File: config.mk
export PLATFORM = sky130hd
export DESIGN_NAME = serial_audio_rx
export DESIGN_NICKNAME = d
export VERILOG_FILES = /design/src/rtl/sar_pkg.sv /design/src/rtl/sar_slot_timer.sv /design/src/rtl/sar_word_shift.sv /design/src/rtl/sar_assembler.sv /design/src/rtl/serial_audio_rx.sv
export SDC_FILE = /design/constraint.sdc
export NUM_CORES = 1
export LEC_CHECK = 0
export ABC_AREA = 1
export CORE_MARGIN = 3
export CORE_UTILIZATION = 45
export CTS_CLUSTER_SIZE = 14
export DETAILED_ROUTE_END_ITERATION = 8
export HOLD_SLACK_MARGIN = 0.03
export PLACE_DENSITY = 0.76
export SYNTH_ARGS = -nofsm -noshare
export SYNTH_HDL_FRONTEND = slang
export SYNTH_SLANG_ARGS = --single-unit
File: constraint.sdc
create_clock -name clk -period 3.05 [get_ports clk]
set_input_delay 0.305 -clock clk [delete_from_list [all_inputs] [get_ports clk]]
set_output_delay 0.305 -clock clk [all_outputs]
set_load 0.01 [all_outputs]
File: src/rtl/sar_pkg.sv
package sar_pkg;
  localparam int SAR_WORD_W = 32;
  localparam int SAR_CNT_W  = $clog2(SAR_WORD_W) + 1;

  typedef enum logic [2:0] {
    LEN_32 = 3'd0, LEN_24 = 3'd1, LEN_20 = 3'd2, LEN_18 = 3'd3,
    LEN_16 = 3'd4, LEN_16_PACK = 3'd5, LEN_8 = 3'd6, LEN_8_PACK = 3'd7
  } len_code_t;

  // number of significant bits kept from a slot
  function automatic logic [SAR_CNT_W-1:0] word_bits(input logic [2:0] code);
    case (len_code_t'(code))
      LEN_32:                 word_bits = SAR_CNT_W'(32);
      LEN_24:                 word_bits = SAR_CNT_W'(24);
      LEN_20:                 word_bits = SAR_CNT_W'(20);
      LEN_18:                 word_bits = SAR_CNT_W'(18);
      LEN_16, LEN_16_PACK:    word_bits = SAR_CNT_W'(16);
      default:                word_bits = SAR_CNT_W'(8);
    endcase
  endfunction

  // slot length in bit ticks
  function automatic logic [SAR_CNT_W-1:0] slot_bits(input logic [2:0] code,
                                                     input logic short_slot);
    logic mid;
    mid = (code == LEN_24) || (code == LEN_20) || (code == LEN_18);
    slot_bits = (mid && short_slot) ? SAR_CNT_W'(24) : SAR_CNT_W'(32);
  endfunction

  function automatic logic is_packed(input logic [2:0] code);
    is_packed = (code == LEN_16_PACK) || (code == LEN_8_PACK);
  endfunction

  function automatic logic [SAR_WORD_W-1:0] pack_pair(input logic [2:0] code,
                                                      input logic [SAR_WORD_W-1:0] lft,
                                                      input logic [SAR_WORD_W-1:0] rgt);
    if (code == LEN_16_PACK) pack_pair = {rgt[15:0], lft[15:0]};
    else                     pack_pair = {16'h0000, rgt[7:0], lft[7:0]};
  endfunction
endpackage

File: src/rtl/sar_slot_timer.sv
module sar_slot_timer
  import sar_pkg::*;
(
  input  logic                 clk,
  input  logic                 rst_n,
  input  logic                 bit_tick,
  input  logic                 ws,
  input  logic [SAR_CNT_W-1:0] slot_len,
  output logic                 bit_act,
  output logic [SAR_CNT_W-1:0] bit_idx,
  output logic                 slot_done,
  output logic                 slot_right
);
  logic                 ws_q, pend_q, active_q, chan_q;
  logic [SAR_CNT_W-1:0] cnt_q;

  always_comb begin
    bit_act    = bit_tick && (pend_q || active_q);
    bit_idx    = pend_q ? '0 : cnt_q;
    slot_done  = bit_act && (bit_idx == slot_len - SAR_CNT_W'(1));
    slot_right = pend_q ? ws_q : chan_q;
  end

  // ws_q resets high so that a low ws after reset opens a left slot
  always_ff @(posedge clk or negedge rst_n) begin
    if (!rst_n) begin
      ws_q <= 1'b1; pend_q <= 1'b0; active_q <= 1'b0;
      chan_q <= 1'b0; cnt_q <= '0;
    end else if (bit_tick) begin
      ws_q   <= ws;
      pend_q <= (ws != ws_q);
      if (bit_act) begin
        cnt_q    <= bit_idx + SAR_CNT_W'(1);
        chan_q   <= slot_right;
        active_q <= !slot_done;
      end
    end
  end
endmodule

File: src/rtl/sar_word_shift.sv
module sar_word_shift
  import sar_pkg::*;
(
  input  logic                  clk,
  input  logic                  rst_n,
  input  logic                  bit_act,
  input  logic [SAR_CNT_W-1:0]  bit_idx,
  input  logic [SAR_CNT_W-1:0]  word_len,
  input  logic                  sd,
  output logic [SAR_WORD_W-1:0] word_now
);
  logic [SAR_WORD_W-1:0] acc_q;

  always_comb begin
    if (bit_idx == '0)          word_now = {{(SAR_WORD_W-1){1'b0}}, sd};
    else if (bit_idx < word_len) word_now = {acc_q[SAR_WORD_W-2:0], sd};
    else                        word_now = acc_q;
  end

  always_ff @(posedge clk or negedge rst_n) begin
    if (!rst_n)       acc_q <= '0;
    else if (bit_act) acc_q <= word_now;
  end
endmodule

File: src/rtl/sar_assembler.sv
module sar_assembler
  import sar_pkg::*;
(
  input  logic                  clk,
  input  logic                  rst_n,
  input  logic                  slot_done,
  input  logic                  slot_right,
  input  logic [SAR_WORD_W-1:0] word_now,
  input  logic [2:0]            cfg_len,
  input  logic                  cfg_mono,
  input  logic                  out_ready,
  output logic                  emit,
  output logic                  out_valid,
  output logic [SAR_WORD_W-1:0] out_data,
  output logic                  out_right,
  output logic                  overrun
);
  logic [SAR_WORD_W-1:0] left_q, right_val, emit_data;
  logic                  packed_mode;

  always_comb begin
    packed_mode = is_packed(cfg_len);
    emit        = slot_done && (slot_right || !packed_mode);
    right_val   = cfg_mono ? left_q : word_now;
    if (packed_mode)     emit_data = pack_pair(cfg_len, left_q, right_val);
    else if (slot_right) emit_data = right_val;
    else                 emit_data = word_now;
  end

  always_ff @(posedge clk or negedge rst_n) begin
    if (!rst_n) begin
      left_q <= '0; out_valid <= 1'b0; out_data <= '0;
      out_right <= 1'b0; overrun <= 1'b0;
    end else begin
      if (slot_done && !slot_right) left_q <= word_now;
      overrun <= emit && out_valid && !out_ready;
      if (emit) begin
        out_valid <= 1'b1;
        out_data  <= emit_data;
        out_right <= slot_right;
      end else if (out_ready) begin
        out_valid <= 1'b0;
      end
    end
  end
endmodule

File: src/rtl/serial_audio_rx.sv
module serial_audio_rx
  import sar_pkg::*;
(
  input  logic                  clk,
  input  logic                  rst_n,
  input  logic                  bit_tick,
  input  logic                  ws,
  input  logic                  sd_pin,
  input  logic                  sd_loop,
  input  logic [2:0]            cfg_len,
  input  logic                  cfg_slot24,
  input  logic                  cfg_mono,
  input  logic                  cfg_loop,
  input  logic                  out_ready,
  output logic                  out_valid,
  output logic [SAR_WORD_W-1:0] out_data,
  output logic                  out_right,
  output logic                  overrun
);
  logic                  sd_sel, bit_act, slot_done, slot_right, emit;
  logic [SAR_CNT_W-1:0]  bit_idx, slot_len, word_len;
  logic [SAR_WORD_W-1:0] word_now;

  assign sd_sel   = cfg_loop ? sd_loop : sd_pin;
  assign slot_len = slot_bits(cfg_len, cfg_slot24);
  assign word_len = word_bits(cfg_len);

  sar_slot_timer u_timer (
    .clk, .rst_n, .bit_tick, .ws, .slot_len,
    .bit_act, .bit_idx, .slot_done, .slot_right
  );

  sar_word_shift u_shift (
    .clk, .rst_n, .bit_act, .bit_idx, .word_len, .sd(sd_sel), .word_now
  );

  sar_assembler u_asm (
    .clk, .rst_n, .slot_done, .slot_right, .word_now, .cfg_len, .cfg_mono,
    .out_ready, .emit, .out_valid, .out_data, .out_right, .overrun
  );
endmodule

# Word level (Yosys, flattened, before mapping)
# Cells that the tools add are included.
# word_totals
inputBits	13
out_inout_bits	35
rom_bits	0
mem_count	0
latch_bits	0
ram_bits	0
register_bits	109
elab_cells	56
# classes
n_div	0
shift	0
multipliers	0
bitwise_logic	0
reduce_logical	21
n_lt_le_gt_ge	1
eq_ne	8
n_mux	13
add_sub_neg	2
# op_table
op	n
32-bit two-way mux	6
6-bit case mux with 5 select lines	1
6-bit two-way mux	2
3-bit == test, second input constant	3
1-bit logical AND	7
6-bit by 1-bit adder with 6-bit output, second input constant	1
3-bit by 2-bit == test with 1-bit output, second input constant	2
6-bit == test	1
6-bit zero test	1
6-bit less-than comparator	1
6-bit by 1-bit subtractor with 6-bit output, second input constant	1
1-bit logical OR	5
1-bit zero test	4
1-bit two-way mux	4
3-bit by 1-bit == test with 1-bit output, second input constant	1
3-bit zero test	1
2-bit AND reduction	1
2-bit nonzero test	1
2-bit OR reduction	1
1-bit inequality test	1

# Longest topological paths before layout
# logic_depth
ltp_word	11
depth_mapped	18
mapped_depth_nobuf	16

# Modules after synthesis
# A second synthesis with hierarchy kept.
# unflattened
cells_unflattened	978
area_unflattened_um2	6610.1
# by_module_without_submodules
mod	cells_per_inst	instances	area_each_um2
sar_assembler	523	1	3671.0
sar_word_shift	316	1	2095.8
sar_slot_timer	118	1	759.5
serial_audio_rx	21	1	83.8

# Worst setup path after synthesis
# Ideal clock, no wire load.
# synth_path
path_type	input port to flip-flop
from	input port cfg_len[1]
to	register u_asm.out_data[20]
n_path_buf	3
stages	15
arrival_ps	2251
setup_slack_ps	678
setup_ps	122
cell_sequence	inv_1 -> clkbuf_1 -> nand3_1 -> o21ai_0 -> ha_1 -> nand2_1 -> inv_1 -> a21oi_2 -> nand2_2 -> buf_4 -> buf_6 -> o211ai_1 -> nor2_1 -> nor2_1 -> a21boi_1
# synth_via
elab_chain_cells	9
# synth_rtl
element	line_no	text
start: declaration	serial_audio_rx.sv:10	input logic [2:0] cfg_len,
3-bit == test (tied with other cells)	sar_pkg.sv:12	case (len_code_t'(code))
2-bit OR reduction / 1-bit logical OR (equally long branches)	sar_pkg.sv:12, sar_pkg.sv:26	
6-bit case mux with 5 select lines / 1-bit logical OR (equally long branches)	sar_pkg.sv:12, sar_pkg.sv:26	
6-bit less-than comparator / 1-bit logical AND (equally long branches)	sar_word_shift.sv:16, sar_pkg.sv:27	
32-bit two-way mux / 6-bit two-way mux (equally long branches)	sar_word_shift.sv:16, sar_pkg.sv:27	
32-bit two-way mux / 6-bit by 1-bit subtractor with 6-bit output (equally long branches)	sar_word_shift.sv:15, sar_slot_timer.sv:20	
32-bit two-way mux / 6-bit == test (equally long branches)	sar_assembler.sv:24, sar_slot_timer.sv:20	
32-bit two-way mux (tied with other cells)	sar_assembler.sv:26	else if (slot_right) emit_data = right_val;
32-bit two-way mux / 1-bit logical AND (equally long branches)	sar_assembler.sv:25, sar_assembler.sv:23	
end signal: assignment	sar_assembler.sv:39	out_data <= emit_data;
end: declaration	sar_assembler.sv:14	output logic [SAR_WORD_W-1:0] out_data,
# Several ways; a longest one is shown, not always the timed one.
# A chain may end at the register's enable or synchronous reset.

# Worst setup path in the final report
# layout_path
from	register u_timer.pend_q
to	register u_asm.out_data[26]
# layout_via
elab_chain_cells	7
# layout_rtl
element	line_no	text
start: declaration	sar_slot_timer.sv:14	logic ws_q, pend_q, active_q, chan_q;
start signal: assignment	sar_slot_timer.sv:31	pend_q <= (ws != ws_q);
6-bit two-way mux	sar_slot_timer.sv:19	bit_idx = pend_q ? '0 : cnt_q;
6-bit less-than comparator	sar_word_shift.sv:16	else if (bit_idx < word_len) word_now = {acc_q[SAR_WORD_W-2:0], sd};
32-bit two-way mux	sar_word_shift.sv:16	
32-bit two-way mux	sar_word_shift.sv:15	if (bit_idx == '0) word_now = {{(SAR_WORD_W-1){1'b0}}, sd};
32-bit two-way mux	sar_assembler.sv:24	right_val = cfg_mono ? left_q : word_now;
32-bit two-way mux (on tied branches)	sar_assembler.sv:26, sar_pkg.sv:37	
32-bit two-way mux	sar_assembler.sv:25	if (packed_mode) emit_data = pack_pair(cfg_len, left_q, right_val);
# Several ways; a longest one is shown, not always the timed one.

==> key figures <==
Worst setup path
  • RR Endpoint: u_asm.out_data[26]
  • Reg2Reg Launch Point: u_timer.pend_q
  • Cell-by-cell listing of the critical path: inv_4 > nand2_2 > inv_1 > ha_1 > inv_1 > nor2_4 > nand4_4 > nor2_8 > nand2_4 > inv_4 > nand2_1 > nor2_1 > a21oi_1
  • R2R depth: 13
  • Highest net fanout along the worst path: 34
  • Highest-delay cell along the critical path: dfrtp_1
  • Crit path launch type: flop
  • Critical path class: reg2reg
  • Setup slack, reg-to-reg: 0.44 ns
  • Start point of the critical path: u_timer.pend_q
  • Crit path capture type: flop
  • Worst setup path endpoint: u_asm.out_data[26]
  • Crit path arrival time: approximately 2.9 ns
  • Longest individual stage delay on the worst path: 0.51 ns
  • Required time reported for the critical path endpoint: 3.29 ns

Clock network
  • Buffer cell driving the clock tree root: clkbuf_16
  • Post-CTS clock slew at the launch and capture registers of the worst setup and hold paths: 0.07 ns
  • TritonCTS clock tree: done
  • Number of levels the H-tree was split into: 3
  • Buffer depth of the longest clock path: 2
  • Number of clock sinks: ~110
  • Buffer count from post-CTS setup fixing: 0
  • Count of hold buffers inserted by post-cts repair: 1
  • Worst-Skew Late Latency: 0.36 ns
  • Number of resized instances in the post-cts repair step: 0
  • Number of buffers inserted during clock tree synthesis: 9

STA
  • Final count of pins violating max slew: 0
  • Number of endpoints failing setup at the final stage: 0
  • Minimum clock period: 2.61 ns
  • Hold Vio Cnt, Final: 0
  • Worst slack on hold paths: 0.474 ns
  • Setup tns final: 0 ns
  • Setup repair after global routing missed its margin: no
  • Max-Slew Margin vs Limit: 0.593
  • Pin slew with the least headroom to its limit: between 0.6 and 0.7 ns
  • Crit share post-route: 0.855
  • Max frequency: 384 MHz
  • Largest clock skew in the final design: just under 0.008 ns

Synthesis
  • Synth Area in Compound Gates: 0.168
  • Syn avg cell area: 7.75 um2
  • Area of the mapped netlist: 5960 um2
  • Post-synthesis register bit count: between 100 and 150
  • Xor and xnor area share after synthesis: 0.00566
  • Distinct cell type count of the synthesized netlist: 43
  • Top FF cell, synth: dfrtp_1
  • Leading cell types by total area after synthesis: dfrtp_1, nand2_1, o21ai_0
  • Fraction of synthesized area in multiplexers: 0.00189
  • Share of Yosys cell area claimed by the top area cell type: 0.453
  • Dominant cell type by area after synthesis: dfrtp_1
  • Synthesized net count: between 700 and 800
  • Synthesized netlist cell count: 770
  • Main combinational cell family by area after synthesis: simple AND/OR/NAND/NOR gates
  • Simple logic cell fraction of the synthesized area: 0.273
  • Count of flip-flops with a built-in enable after synthesis: 0
  • Seq/Total Area, Yosys: 0.458
  • Share of flip-flops with an asynchronous set or reset: 1.00
  • Count of synthesis-stage warnings from yosys: 0
  • Arithmetic-cell share of the synthesized area counting full adders, half adders and majority gates: 0.0126

Place
  • Number of buffers inserted by port buffering: 47
  • Post-detail-place hpwl: 10.5 mm
  • Placer Congestion: 0.902

Pwr
  • Combinational share of power: 0.255
  • Standby leakage power: 3.28 nW
  • Internal Pwr Total: ~0.0025 W
  • Power density of the placed cells: 561 nW/um2
  • Fraction of power consumed by the clock network: 0.314
  • Net switching fraction of the power: 0.349
  • Register share of total power: 0.430
  • Peak VDD IR: 0.289 mV
  • Net switching power: 0.00136 W

Floorplanning
  • Die height: approximately 120 um
  • Initial Utilization: 0.467
  • Die width: 121 um
  • Overall die area: 14700 um2
  • Number of placement rows: ~40
  • Boundary pin count: 48
  • Area of the core region: 12800 um2

GRT
  • Sum of overflow across all layers after global routing: 0
  • GRT Util Overall: 0.217
  • Number of global-route vias before repair: 4937
  • Pin count of the biggest net entering global routing: 68
  • Number of antenna violations at the first check in global routing: 0
  • Global-route wire length before repair: 25.4 mm

Drt
  • Final Routed Wirelength: 15.2 mm
  • Vias post-DR: between 5000 and 6000
  • ANT nets after route: 0
  • First-pass iteration count of the detailed router: 5
  • Number of vias per cell: 5.32
  • # DRC: 0
  • Initial DRC Count: around 590
  • Average routed wire per standard cell: around 15 um

Final layout
  • Share of layout cells above drive strength 1: 0.0838
  • Number of antenna repair diodes: 0
  • Multi-input gate area in the final layout: 2750 um2
  • Storage element area: 2730 um2
  • Count of fill cells added during filler insertion: 1152
  • Growth of design area from synthesis to finish: 16.2%
  • Total Nets Final: 825

Run
  • Max cap viols: 0

Worst hold path
  • Kind of path behind the tightest hold check: in2async

Outcome
  • Run status: completed
layout by cell type (no fill, tap or decap), types with 2 or more instances in the layout:
cell type,n
o211ai_1,13
inv_1,65
a2bb2oi_2,6
ha_1,6
nor2_1,48
o21ai_1,5
nand3_1,38
inv_2,3
or2_2,7
buf_12,4
clkbuf_16,9
o21ai_0,87
nand2_1,229
a21oi_1,31
nor3_1,2
nand2_2,3
dfrtp_1,108
inv_4,2
buf_4,16
clkinv_2,2
a21boi_1,18
clkdlybuf4s50_1,46
or2_1,17
nand4_1,20
nand2_4,2
power groups by stage:
stage | combinational, W | sequential, W | clock [W]
after floorplan | 0.000698 | 0.00167 | 0
after global placement | 0.000964 | 0.00169 | 0
after detailed placement | 0.000977 | 0.00169 | 0
after CTS | 0.000986 | 0.00167 | 0.00123
after global routing | 0.00113 | 0.00169 | 0.00128
final | 0.000993 | 0.00167 | 0.00122
worst max-delay path: cells and delay by family, from the launching register on:
| family | cells | cell delay (ns) |
|---|---|---|
| AO/OA/AOI/OAI | 1 | 0.09 |
| buffers and inverters | 4 | 0.58 |
| AND/OR/NAND/NOR | 7 | 1.12 |
| flip-flops | 1 | 0.51 |
| adder cells (fa/ha/maj) | 1 | 0.16 |
cell families (layout without fill, tap and decap cells):
logic type | count (synthesis) | in the layout
AO/OA/AOI/OAI | 167 | 167
multiplexers | 1 | 1
XOR/XNOR | 3 | 3
AND/OR/NAND/NOR | 371 | 371
buffers and inverters | 113 | 154
flip-flops | 109 | 109
adder cells (fa/ha/maj) | 6 | 6
state kept, by name, summed over array words and instances (netlist names):
signal            cells
u_timer.active_q      1
u_asm.out_data       32
u_asm.left_q         32
u_timer.pend_q        1
u_timer.cnt_q         6
u_asm.out_right       1
u_timer.ws_q          1
u_asm.overrun         1
u_timer.chan_q        1
u_shift.acc_q        32
u_asm.out_valid       1
per-layer routing:
layer / track usage / part of all wire / vias to the layer above / wire length, um
met1: 0.296 / 0.45 / 2444 / 6770
li1: - / - / 2576 / -
met4: 0.102 / 0.031 / 0 / 471
met5: 0 / 0 / - / 0
met2: 0.345 / 0.47 / 185 / 7080
met3: 0.0284 / 0.058 / 29 / 884
synth_stat cells, types with 2 or more instances:
master,n
buf_2,8
o21ai_1,5
or2_2,7
buf_6,5
buf_4,3
o21ai_0,87
or2_1,17
clkbuf_1,25
a21oi_1,31
nand2_2,3
dfrtp_1,108
inv_1,65
inv_2,3
nor2_1,48
nand2_4,2
a21boi_1,18
nand3_1,38
inv_4,2
nand2_1,229
nor3_1,2
o211ai_1,13
ha_1,6
nand4_1,20
a2bb2oi_2,6
how the worst min path moves through the flow:
stage | end | cells past startpoint | slack, ns | start
2_1_floorplan | u_asm.left_q[0] | 0 | 0.009 | rst_n
3_3_place_gp | u_asm.overrun | 1 | 0.35 | rst_n
3_5_place_dp | u_asm.overrun | 1 | 0.34 | rst_n
4_1_cts | u_asm.left_q[19] | 2 | 0.49 | u_asm.left_q[19]
5_1_grt | u_shift.acc_q[14] | 2 | 0.51 | u_shift.acc_q[14]
6_report | u_asm.out_data[18] | 2 | 0.47 | rst_n
stage by stage:
stage               power [W]  instances  setup slack [ns]  utilization  instance area, um2
CTS                   0.00388        983             0.424        0.543                6930
finish                0.00389        983             0.443        0.543                6930
global placement      0.00265        966             0.266        0.519                6620
global route          0.00409        983             0.177        0.543                6930
detailed placement    0.00267        966             0.224        0.519                6620
floorplan             0.00236        770             0.678            -                5960
final cells by class:
cell class | instances | share of cell area
Multi-Input combinational cell | 548 | 0.396
Clock inverter | 6 | 0.00993
Tap cell | 172 | 0.0310
Sequential cell | 109 | 0.394
Timing Repair Buffer | 67 | 0.0968
Inverter | 71 | 0.0392
Clock buffer | 10 | 0.0330
Note: power is estimated with default switching activity, not from simulation.
